<file path="config.mk">
export PLATFORM = sky130hd
export DESIGN_NAME = i2c10_slave
export DESIGN_NICKNAME = d
export VERILOG_FILES = /design/src/rtl/i2c10_pkg.sv /design/src/rtl/i2c10_sync.sv /design/src/rtl/i2c10_regs.sv /design/src/rtl/i2c10_fsm.sv /design/src/rtl/i2c10_slave.sv
export SDC_FILE = /design/constraint.sdc
export NUM_CORES = 1
export LEC_CHECK = 0
export ABC_AREA = 1
export BUFFER_PORTS_ARGS = -buffer_cell sky130_fd_sc_hd__buf_2
export CAP_MARGIN = 15
export CORE_UTILIZATION = 50
export CTS_BUF_LIST = sky130_fd_sc_hd__clkbuf_16
export DETAILED_ROUTE_END_ITERATION = 8
export PLACE_DENSITY = 0.79
export SKIP_CTS_REPAIR_TIMING = 1
export SLEW_MARGIN = 40
export SYNTH_ARGS = -nofsm -noshare
export SYNTH_HDL_FRONTEND = slang
export SYNTH_SLANG_ARGS = --single-unit
</file>
<file path="constraint.sdc">
create_clock -name clk -period 2.5 [get_ports clk]
set_clock_uncertainty 0.05 [all_clocks]
set_input_delay 0.125 -clock clk [delete_from_list [all_inputs] [get_ports clk]]
set_output_delay 0.125 -clock clk [all_outputs]
set_load 0.05 [all_outputs]
</file>
<file path="src/rtl/i2c10_pkg.sv">
package i2c10_pkg;

  // fixed prefix of a 10-bit header byte
  localparam logic [4:0] HDR_PREFIX = 5'b11110;

  // control bit positions
  localparam int CTRL_EN  = 0;
  localparam int CTRL_NAK = 1;
  localparam int CTRL_TXI = 2;

  // status bit positions
  localparam int STAT_MATCH = 0;
  localparam int STAT_RD    = 1;
  localparam int STAT_TDRE  = 2;
  localparam int STAT_NACK  = 3;

  typedef enum logic [2:0] {
    ST_IDLE,    // ignore bus until START
    ST_RX,      // shifting in an address byte
    ST_ACK,     // holding SDA low for acknowledge
    ST_WAIT,    // fully addressed for write, waiting for repeated START
    ST_TXLOAD,  // SCL low, next byte due
    ST_TX,      // shifting a byte out
    ST_RXACK,   // sampling master acknowledge
    ST_ACKD     // acknowledged, waiting for SCL low
  } slv_state_t;

endpackage

</file>
<file path="src/rtl/i2c10_sync.sv">
module i2c10_sync #(
  parameter int STAGES = 2
) (
  input  logic clk,
  input  logic rst,
  input  logic scl_i,
  input  logic sda_i,
  output logic sda_s,
  output logic scl_rise,
  output logic scl_fall,
  output logic start_ev,
  output logic stop_ev
);

  logic [STAGES-1:0] scl_pipe, sda_pipe;
  logic scl_now, sda_now, scl_d;

  assign scl_now = scl_pipe[STAGES-1];
  assign sda_now = sda_pipe[STAGES-1];

  generate
    if (STAGES == 1) begin : g_one
      always_ff @(posedge clk) begin
        if (rst) begin
          scl_pipe <= '1;
          sda_pipe <= '1;
        end else begin
          scl_pipe <= scl_i;
          sda_pipe <= sda_i;
        end
      end
    end else begin : g_many
      always_ff @(posedge clk) begin
        if (rst) begin
          scl_pipe <= '1;
          sda_pipe <= '1;
        end else begin
          scl_pipe <= {scl_pipe[STAGES-2:0], scl_i};
          sda_pipe <= {sda_pipe[STAGES-2:0], sda_i};
        end
      end
    end
  endgenerate

  // events and sda_s are registered together so they stay aligned
  always_ff @(posedge clk) begin
    if (rst) begin
      scl_d    <= 1'b1;
      sda_s    <= 1'b1;
      scl_rise <= 1'b0;
      scl_fall <= 1'b0;
      start_ev <= 1'b0;
      stop_ev  <= 1'b0;
    end else begin
      scl_d    <= scl_now;
      sda_s    <= sda_now;
      scl_rise <= scl_now & ~scl_d;
      scl_fall <= ~scl_now & scl_d;
      start_ev <= scl_now & scl_d & sda_s & ~sda_now;
      stop_ev  <= scl_now & scl_d & ~sda_s & sda_now;
    end
  end

endmodule

</file>
<file path="src/rtl/i2c10_regs.sv">
module i2c10_regs
  import i2c10_pkg::*;
#(
  parameter int AW = 10,
  parameter int DW = 8,
  parameter int CW = 3
) (
  input  logic          clk,
  input  logic          rst,
  input  logic          addr_wr,
  input  logic [AW-1:0] addr_din,
  input  logic          ctrl_wr,
  input  logic [CW-1:0] ctrl_din,
  input  logic          data_wr,
  input  logic [DW-1:0] data_din,
  input  logic          stat_rd,
  input  logic          set_match,
  input  logic          match_rd,
  input  logic          set_tdre,
  input  logic          set_nack,
  output logic [AW-1:0] sla,
  output logic          en,
  output logic          nak,
  output logic          txi,
  output logic [DW-1:0] data_q,
  output logic          tdre,
  output logic          f_match,
  output logic          f_rd,
  output logic          f_nack,
  output logic          irq
);

  logic [CW-1:0] ctrl_q;

  assign en  = ctrl_q[CTRL_EN];
  assign nak = ctrl_q[CTRL_NAK];
  assign txi = ctrl_q[CTRL_TXI];

  always_ff @(posedge clk) begin
    if (rst) begin
      sla     <= '0;
      ctrl_q  <= '0;
      data_q  <= '0;
      tdre    <= 1'b1;
      f_match <= 1'b0;
      f_rd    <= 1'b0;
      f_nack  <= 1'b0;
    end else begin
      if (addr_wr) sla <= addr_din;
      if (ctrl_wr) ctrl_q <= ctrl_din;
      // a host write wins over the shifter's empty request
      if (data_wr) begin
        data_q <= data_din;
        tdre   <= 1'b0;
      end else if (set_tdre) begin
        tdre <= 1'b1;
      end
      if (set_match) begin
        f_match <= 1'b1;
        f_rd    <= match_rd;
      end else if (stat_rd) begin
        f_match <= 1'b0;
      end
      if (set_nack) f_nack <= 1'b1;
      else if (stat_rd) f_nack <= 1'b0;
    end
  end

  assign irq = en & (f_match | f_nack | (txi & tdre));

endmodule

</file>
<file path="src/rtl/i2c10_fsm.sv">
module i2c10_fsm
  import i2c10_pkg::*;
#(
  parameter int AW = 10,
  parameter int DW = 8
) (
  input  logic          clk,
  input  logic          rst,
  input  logic          sda_s,
  input  logic          scl_rise,
  input  logic          scl_fall,
  input  logic          start_ev,
  input  logic          stop_ev,
  input  logic [AW-1:0] sla,
  input  logic          en,
  input  logic          nak,
  input  logic [DW-1:0] data_q,
  input  logic          tdre,
  output logic          sda_oe,
  output logic          scl_oe,
  output logic          set_match,
  output logic          match_rd,
  output logic          set_tdre,
  output logic          set_nack
);

  localparam int CNTW = $clog2(DW + 1);
  localparam logic [CNTW-1:0] FULL = CNTW'(DW);
  localparam logic [CNTW-1:0] ONE  = CNTW'(1);

  slv_state_t      state, after;
  logic [CNTW-1:0] cnt;
  logic [DW-1:0]   shreg;
  logic            second;    // current byte is the low address byte
  logic            matched10; // full address seen in this transfer

  logic hdr_ok, low_ok, may_ack;
  assign hdr_ok  = (shreg[DW-1:DW-5] == HDR_PREFIX) && (shreg[2:1] == sla[AW-1:AW-2]);
  assign low_ok  = (shreg == sla[DW-1:0]);
  assign may_ack = en & ~nak;

  always_ff @(posedge clk) begin
    set_match <= 1'b0;
    set_tdre  <= 1'b0;
    set_nack  <= 1'b0;
    if (rst) begin
      state     <= ST_IDLE;
      after     <= ST_IDLE;
      cnt       <= '0;
      shreg     <= '0;
      second    <= 1'b0;
      matched10 <= 1'b0;
      sda_oe    <= 1'b0;
      scl_oe    <= 1'b0;
      match_rd  <= 1'b0;
    end else if (stop_ev) begin
      state     <= ST_IDLE;
      matched10 <= 1'b0;
      sda_oe    <= 1'b0;
      scl_oe    <= 1'b0;
    end else if (start_ev) begin
      state  <= ST_RX;
      cnt    <= '0;
      second <= 1'b0;
      sda_oe <= 1'b0;
      scl_oe <= 1'b0;
    end else begin
      unique case (state)
        ST_RX: begin
          if (scl_rise && cnt != FULL) begin
            shreg <= {shreg[DW-2:0], sda_s};
            cnt   <= cnt + ONE;
          end else if (scl_fall && cnt == FULL) begin
            if (!second) begin
              if (may_ack && hdr_ok && (!shreg[0] || matched10)) begin
                sda_oe <= 1'b1;
                state  <= ST_ACK;
                if (shreg[0]) begin
                  set_match <= 1'b1;
                  match_rd  <= 1'b1;
                  after     <= ST_TXLOAD;
                end else begin
                  second <= 1'b1;
                  after  <= ST_RX;
                end
              end else begin
                state <= ST_IDLE;
              end
            end else begin
              if (may_ack && low_ok) begin
                sda_oe    <= 1'b1;
                state     <= ST_ACK;
                set_match <= 1'b1;
                match_rd  <= 1'b0;
                matched10 <= 1'b1;
                after     <= ST_WAIT;
              end else begin
                matched10 <= 1'b0;
                state     <= ST_IDLE;
              end
            end
          end
        end
        ST_ACK: begin
          if (scl_fall) begin
            sda_oe <= 1'b0;
            cnt    <= '0;
            state  <= after;
          end
        end
        ST_TXLOAD: begin
          if (!tdre) begin
            // drive MSB now; SCL is released on the next cycle
            shreg  <= data_q;
            sda_oe <= ~data_q[DW-1];
            cnt    <= '0;
            state  <= ST_TX;
          end else begin
            scl_oe <= 1'b1;
          end
        end
        ST_TX: begin
          scl_oe <= 1'b0;
          if (scl_rise) cnt <= cnt + ONE;
          if (scl_fall) begin
            if (cnt == ONE) set_tdre <= 1'b1;
            if (cnt == FULL) begin
              sda_oe <= 1'b0;
              state  <= ST_RXACK;
            end else begin
              shreg  <= {shreg[DW-2:0], 1'b0};
              sda_oe <= ~shreg[DW-2];
            end
          end
        end
        ST_RXACK: begin
          if (scl_rise) begin
            if (sda_s) begin
              set_nack <= 1'b1;
              state    <= ST_IDLE;
            end else begin
              state <= ST_ACKD;
            end
          end
        end
        ST_ACKD: begin
          if (scl_fall) state <= ST_TXLOAD;
        end
        default: ; // ST_IDLE, ST_WAIT: wait for START or STOP
      endcase
    end
  end

endmodule

</file>
<file path="src/rtl/i2c10_slave.sv">
module i2c10_slave
  import i2c10_pkg::*;
#(
  parameter int AW      = 10,
  parameter int DW      = 8,
  parameter int CW      = 3,
  parameter int SYNC_ST = 2
) (
  input  logic          clk,
  input  logic          rst,
  input  logic          scl_i,
  input  logic          sda_i,
  output logic          scl_oe,
  output logic          sda_oe,
  input  logic          addr_wr,
  input  logic [AW-1:0] addr_din,
  input  logic          ctrl_wr,
  input  logic [CW-1:0] ctrl_din,
  input  logic          data_wr,
  input  logic [DW-1:0] data_din,
  input  logic          stat_rd,
  output logic [3:0]    stat_dout,
  output logic          irq
);

  logic sda_s, scl_rise, scl_fall, start_ev, stop_ev;
  logic [AW-1:0] sla;
  logic ctrl_en, ctrl_nak, ctrl_txi;
  logic [DW-1:0] data_q;
  logic tdre, f_match, f_rd, f_nack;
  logic fsm_set_match, fsm_match_rd, fsm_set_tdre, fsm_set_nack;

  i2c10_sync #(.STAGES(SYNC_ST)) u_sync (
    .clk(clk), .rst(rst), .scl_i(scl_i), .sda_i(sda_i),
    .sda_s(sda_s), .scl_rise(scl_rise), .scl_fall(scl_fall),
    .start_ev(start_ev), .stop_ev(stop_ev)
  );

  i2c10_regs #(.AW(AW), .DW(DW), .CW(CW)) u_regs (
    .clk(clk), .rst(rst),
    .addr_wr(addr_wr), .addr_din(addr_din),
    .ctrl_wr(ctrl_wr), .ctrl_din(ctrl_din),
    .data_wr(data_wr), .data_din(data_din),
    .stat_rd(stat_rd),
    .set_match(fsm_set_match), .match_rd(fsm_match_rd),
    .set_tdre(fsm_set_tdre), .set_nack(fsm_set_nack),
    .sla(sla), .en(ctrl_en), .nak(ctrl_nak), .txi(ctrl_txi),
    .data_q(data_q), .tdre(tdre),
    .f_match(f_match), .f_rd(f_rd), .f_nack(f_nack), .irq(irq)
  );

  i2c10_fsm #(.AW(AW), .DW(DW)) u_fsm (
    .clk(clk), .rst(rst),
    .sda_s(sda_s), .scl_rise(scl_rise), .scl_fall(scl_fall),
    .start_ev(start_ev), .stop_ev(stop_ev),
    .sla(sla), .en(ctrl_en), .nak(ctrl_nak),
    .data_q(data_q), .tdre(tdre),
    .sda_oe(sda_oe), .scl_oe(scl_oe),
    .set_match(fsm_set_match), .match_rd(fsm_match_rd),
    .set_tdre(fsm_set_tdre), .set_nack(fsm_set_nack)
  );

  always_comb begin
    stat_dout             = '0;
    stat_dout[STAT_MATCH] = f_match;
    stat_dout[STAT_RD]    = f_rd;
    stat_dout[STAT_TDRE]  = tdre;
    stat_dout[STAT_NACK]  = f_nack;
  end

  // transmit interrupt enable is only consumed by the irq term
  logic unused_txi;
  assign unused_txi = ctrl_txi;

endmodule

</file>
==> impl_metrics.tcl <==
set metrics [dict create \
    synth_top_area_share_pct 41.09 \
    postSynthCellCount 410 \
    startpoint "u_fsm.state[2]$_SDFFE_PP0P_" \
    dpl.cell_count 505 \
    clk_latency_ps 330 \
    routabilityCongestion 0.9321 \
    combPwrFrac_pct 11.6 \
    globalRouteOverflowTotal 0 \
    port_buffers 35 \
    drc_errors 0 \
    seqPwrFrac_pct 38.3 \
    cp.required_ps 2700 \
    fin_total_pwr_mw 2.779 \
    synthTopCellsByCount "nand2_1, dfxtp_1, nor2_1" \
    clockBufferDepth 2 \
    cts_sinks 61 \
    grt_pass1_wl_microns 11480 \
    vdd_drop_max_mv 0.5352 \
    power_switching_mw 0.6676 \
    critPathKind "reg2reg" \
    period_minus_slack_ps 1937 \
    fp.dieArea_sq_um 6255 \
    p_int_mw 2.111 \
    drtIter0Drc 163 \
    clk_pin_slew_ps 50 \
    grt_max_degree 24 \
    synthesis.nets 442 \
    cts-htree-levels 3 \
    maxSlewViolCount 0 \
    cp_data_arrival_time_ps 2140 \
    leakage_nw 1.592 \
    reg2reg_from "u_fsm.state[2]$_SDFFE_PP0P_" \
    powerDensity_nw_per_um2 772.2 \
    violations "hold timing" \
    maxClockFrequency_ghz 0.5163 \
    synth_cell_types 36 \
    setup_tns_ps 0 \
    dr_total_vias 2712 \
    drive_above_1_share_pct 21.44 \
    cts_tree "done" \
    hold_path_class "in2reg" \
    placed_area_sq_um 3179 \
    setup_viol_count_final 0 \
    seq_area_frac_synth_pct 41.09 \
    core-area_sq_um 5608 \
    max_cap_viol_count 0 \
    yosys.area.top_type "dfxtp_1" \
    timing_hold_violations_final 4 \
    worstMarginPinSlew_ps 565.4 \
    rsz0062_at_grt "false" \
    end_kind "register" \
    die_h_microns 79.09 \
    wire_per_inst_microns 12.61 \
    grt_pass1_vias 2609 \
    cts-root-buf "clkbuf_16" \
    netlist_top_cells_area "dfxtp_1, nand2_1, o21ai_0" \
    clock_power_share_pct 50.1 \
    grt_util_all_layers_pct 23.82 \
    instances_no_fill 529 \
    viasPerCell 5.127 \
    ys_ff_latch 61 \
    post-route-cell-area_sq_um 3598 \
    synth-warning-count 0 \
    max-slew-margin-rel_pct 61.96 \
    holdWs_ps -26.49 \
    io_pins 36 \
    die_w_microns 79.09 \
    synth_top_flop_cell "dfxtp_1" \
    initial_utilization_pct 52.99 \
    area_growth_pct 21.09 \
    placementRows 27 \
    yosys.cell_count.top_type "nand2_1" \
    async_flop_share_pct 0 \
    crit_path_start_kind "register" \
    hp-start "data_din[5]" \
    drt-total-wl_microns 6671 \
    antenna_found_initial 0 \
    ant_nets 0 \
    dr.pass1.iters 4 \
    worstPathMaxFanout 16 \
    cts_buffers 9 \
    postSynthAreaPerCell_sq_um 7.248 \
    sw_frac_of_total_pct 24.02 \
    status "finished, violations left" \
    dp_hpwl_microns 4949 \
    synth-edff-count 0 \
    fin_nets 484 \
    synthesis.area_sq_um 2972 \
    n_antenna_cell 0 \
    finalCritPeriodShare_pct 77.47 \
]
[cell type report]
cell class | count | area [sq um]
clock inverter | 7 | 113.9
clock buffer | 9 | 225.2
timing repair buffer | 44 | 275.3
fill | 499 | 2009
inverter | 55 | 209.0
tap | 72 | 90.09
multi-input combinational | 281 | 1464
sequential | 61 | 1221
[worst paths after layout]
path	end	slack [ps]	cells past startpoint
hold reg to reg	u_sync.scl_pipe[1]$_SDFF_PP1_	360	1
setup / recovery	u_fsm.shreg[3]$_SDFFE_PP0P_	560	8
hold / removal	u_regs.data_q[5]$_SDFFE_PP0P_	-30	3
setup reg to reg	u_fsm.shreg[3]$_SDFFE_PP0P_	560	8
[worst max-delay path, cell delays in order, from the launching register on]
cell     delay [ps]
dfxtp_1         600
nand2_2         140
nor2_4          300
nand2_4         100
nand2_2          90
inv_2            40
nand2_2         260
o21ai_0         140
a21oi_1         140
[registers in the layout, indices dropped and copies added (netlist names), 2 cells and up]
| signal | count |
|---|---|
| u_fsm.shreg | 8 |
| u_fsm.state | 3 |
| u_sync.scl_pipe | 2 |
| u_fsm.cnt | 4 |
| u_regs.sla | 10 |
| u_sync.sda_pipe | 2 |
| u_fsm.after | 3 |
| u_regs.ctrl_q | 3 |
| u_regs.data_q | 8 |
[layout by cell type (no fill, tap or decap), types with 4 or more instances in the layout]
cell           count
inv_2              9
nand3_1           16
buf_2             35
o21ai_1            5
nand2_1           73
dfxtp_1           61
inv_1             44
dlygate4sd3_1      8
a21oi_1           31
nor3_1             4
clkbuf_16          9
nand2_4            4
nor4_1             5
o21ai_0           40
nor2_1            50
or2_2              4
xor2_1             4
nor2_4             4
nand4_1            7
nand2_2            8
a21oi_2            5
[logic make-up (layout without fill, tap and decap cells)]
family          after synthesis  after routing  share of synthesized area [%]
buf+inv                      68            115                          9.642
xor+xnor                      4              4                          1.179
simple gates                186            186                          30.53
fa+ha+maj                     3              3                          1.263
flops                        61             61                          41.09
compound gates               88             88                          16.29
[metrics by stage]
stage | utilization [%] | setup slack (ps)
2_1_floorplan | - | 927.3
3_3_place_gp | 56.69 | 700.6
3_5_place_dp | 56.69 | 571.4
4_1_cts | 62.74 | 563.7
5_1_grt | 64.17 | 374.9
6_report | 64.17 | 563.3
[power by group through the flow]
stage / clock network [mW] / logic [mW] / registers (mW)
6_report: 1.39 / 0.323 / 1.06
5_1_grt: 1.47 / 0.366 / 1.07
4_1_cts: 1.42 / 0.313 / 1.06
3_5_place_dp: 0 / 0.308 / 1.08
3_3_place_gp: 0 / 0.301 / 1.08
2_1_floorplan: 0 / 0.229 / 1.08
[layer usage]
metal | wire [microns] | share of wire, % | GRT usage (%) | up-vias
met5 | 0 | 0 | 0 | -
met4 | 86 | 1.3 | 9.636 | 0
met3 | 377 | 5.7 | 5.517 | 8
met2 | 3117 | 47 | 40.26 | 71
met1 | 3089 | 46 | 29.02 | 1223
li1 | - | - | - | 1410
Power figures use the tool's default switching activity.
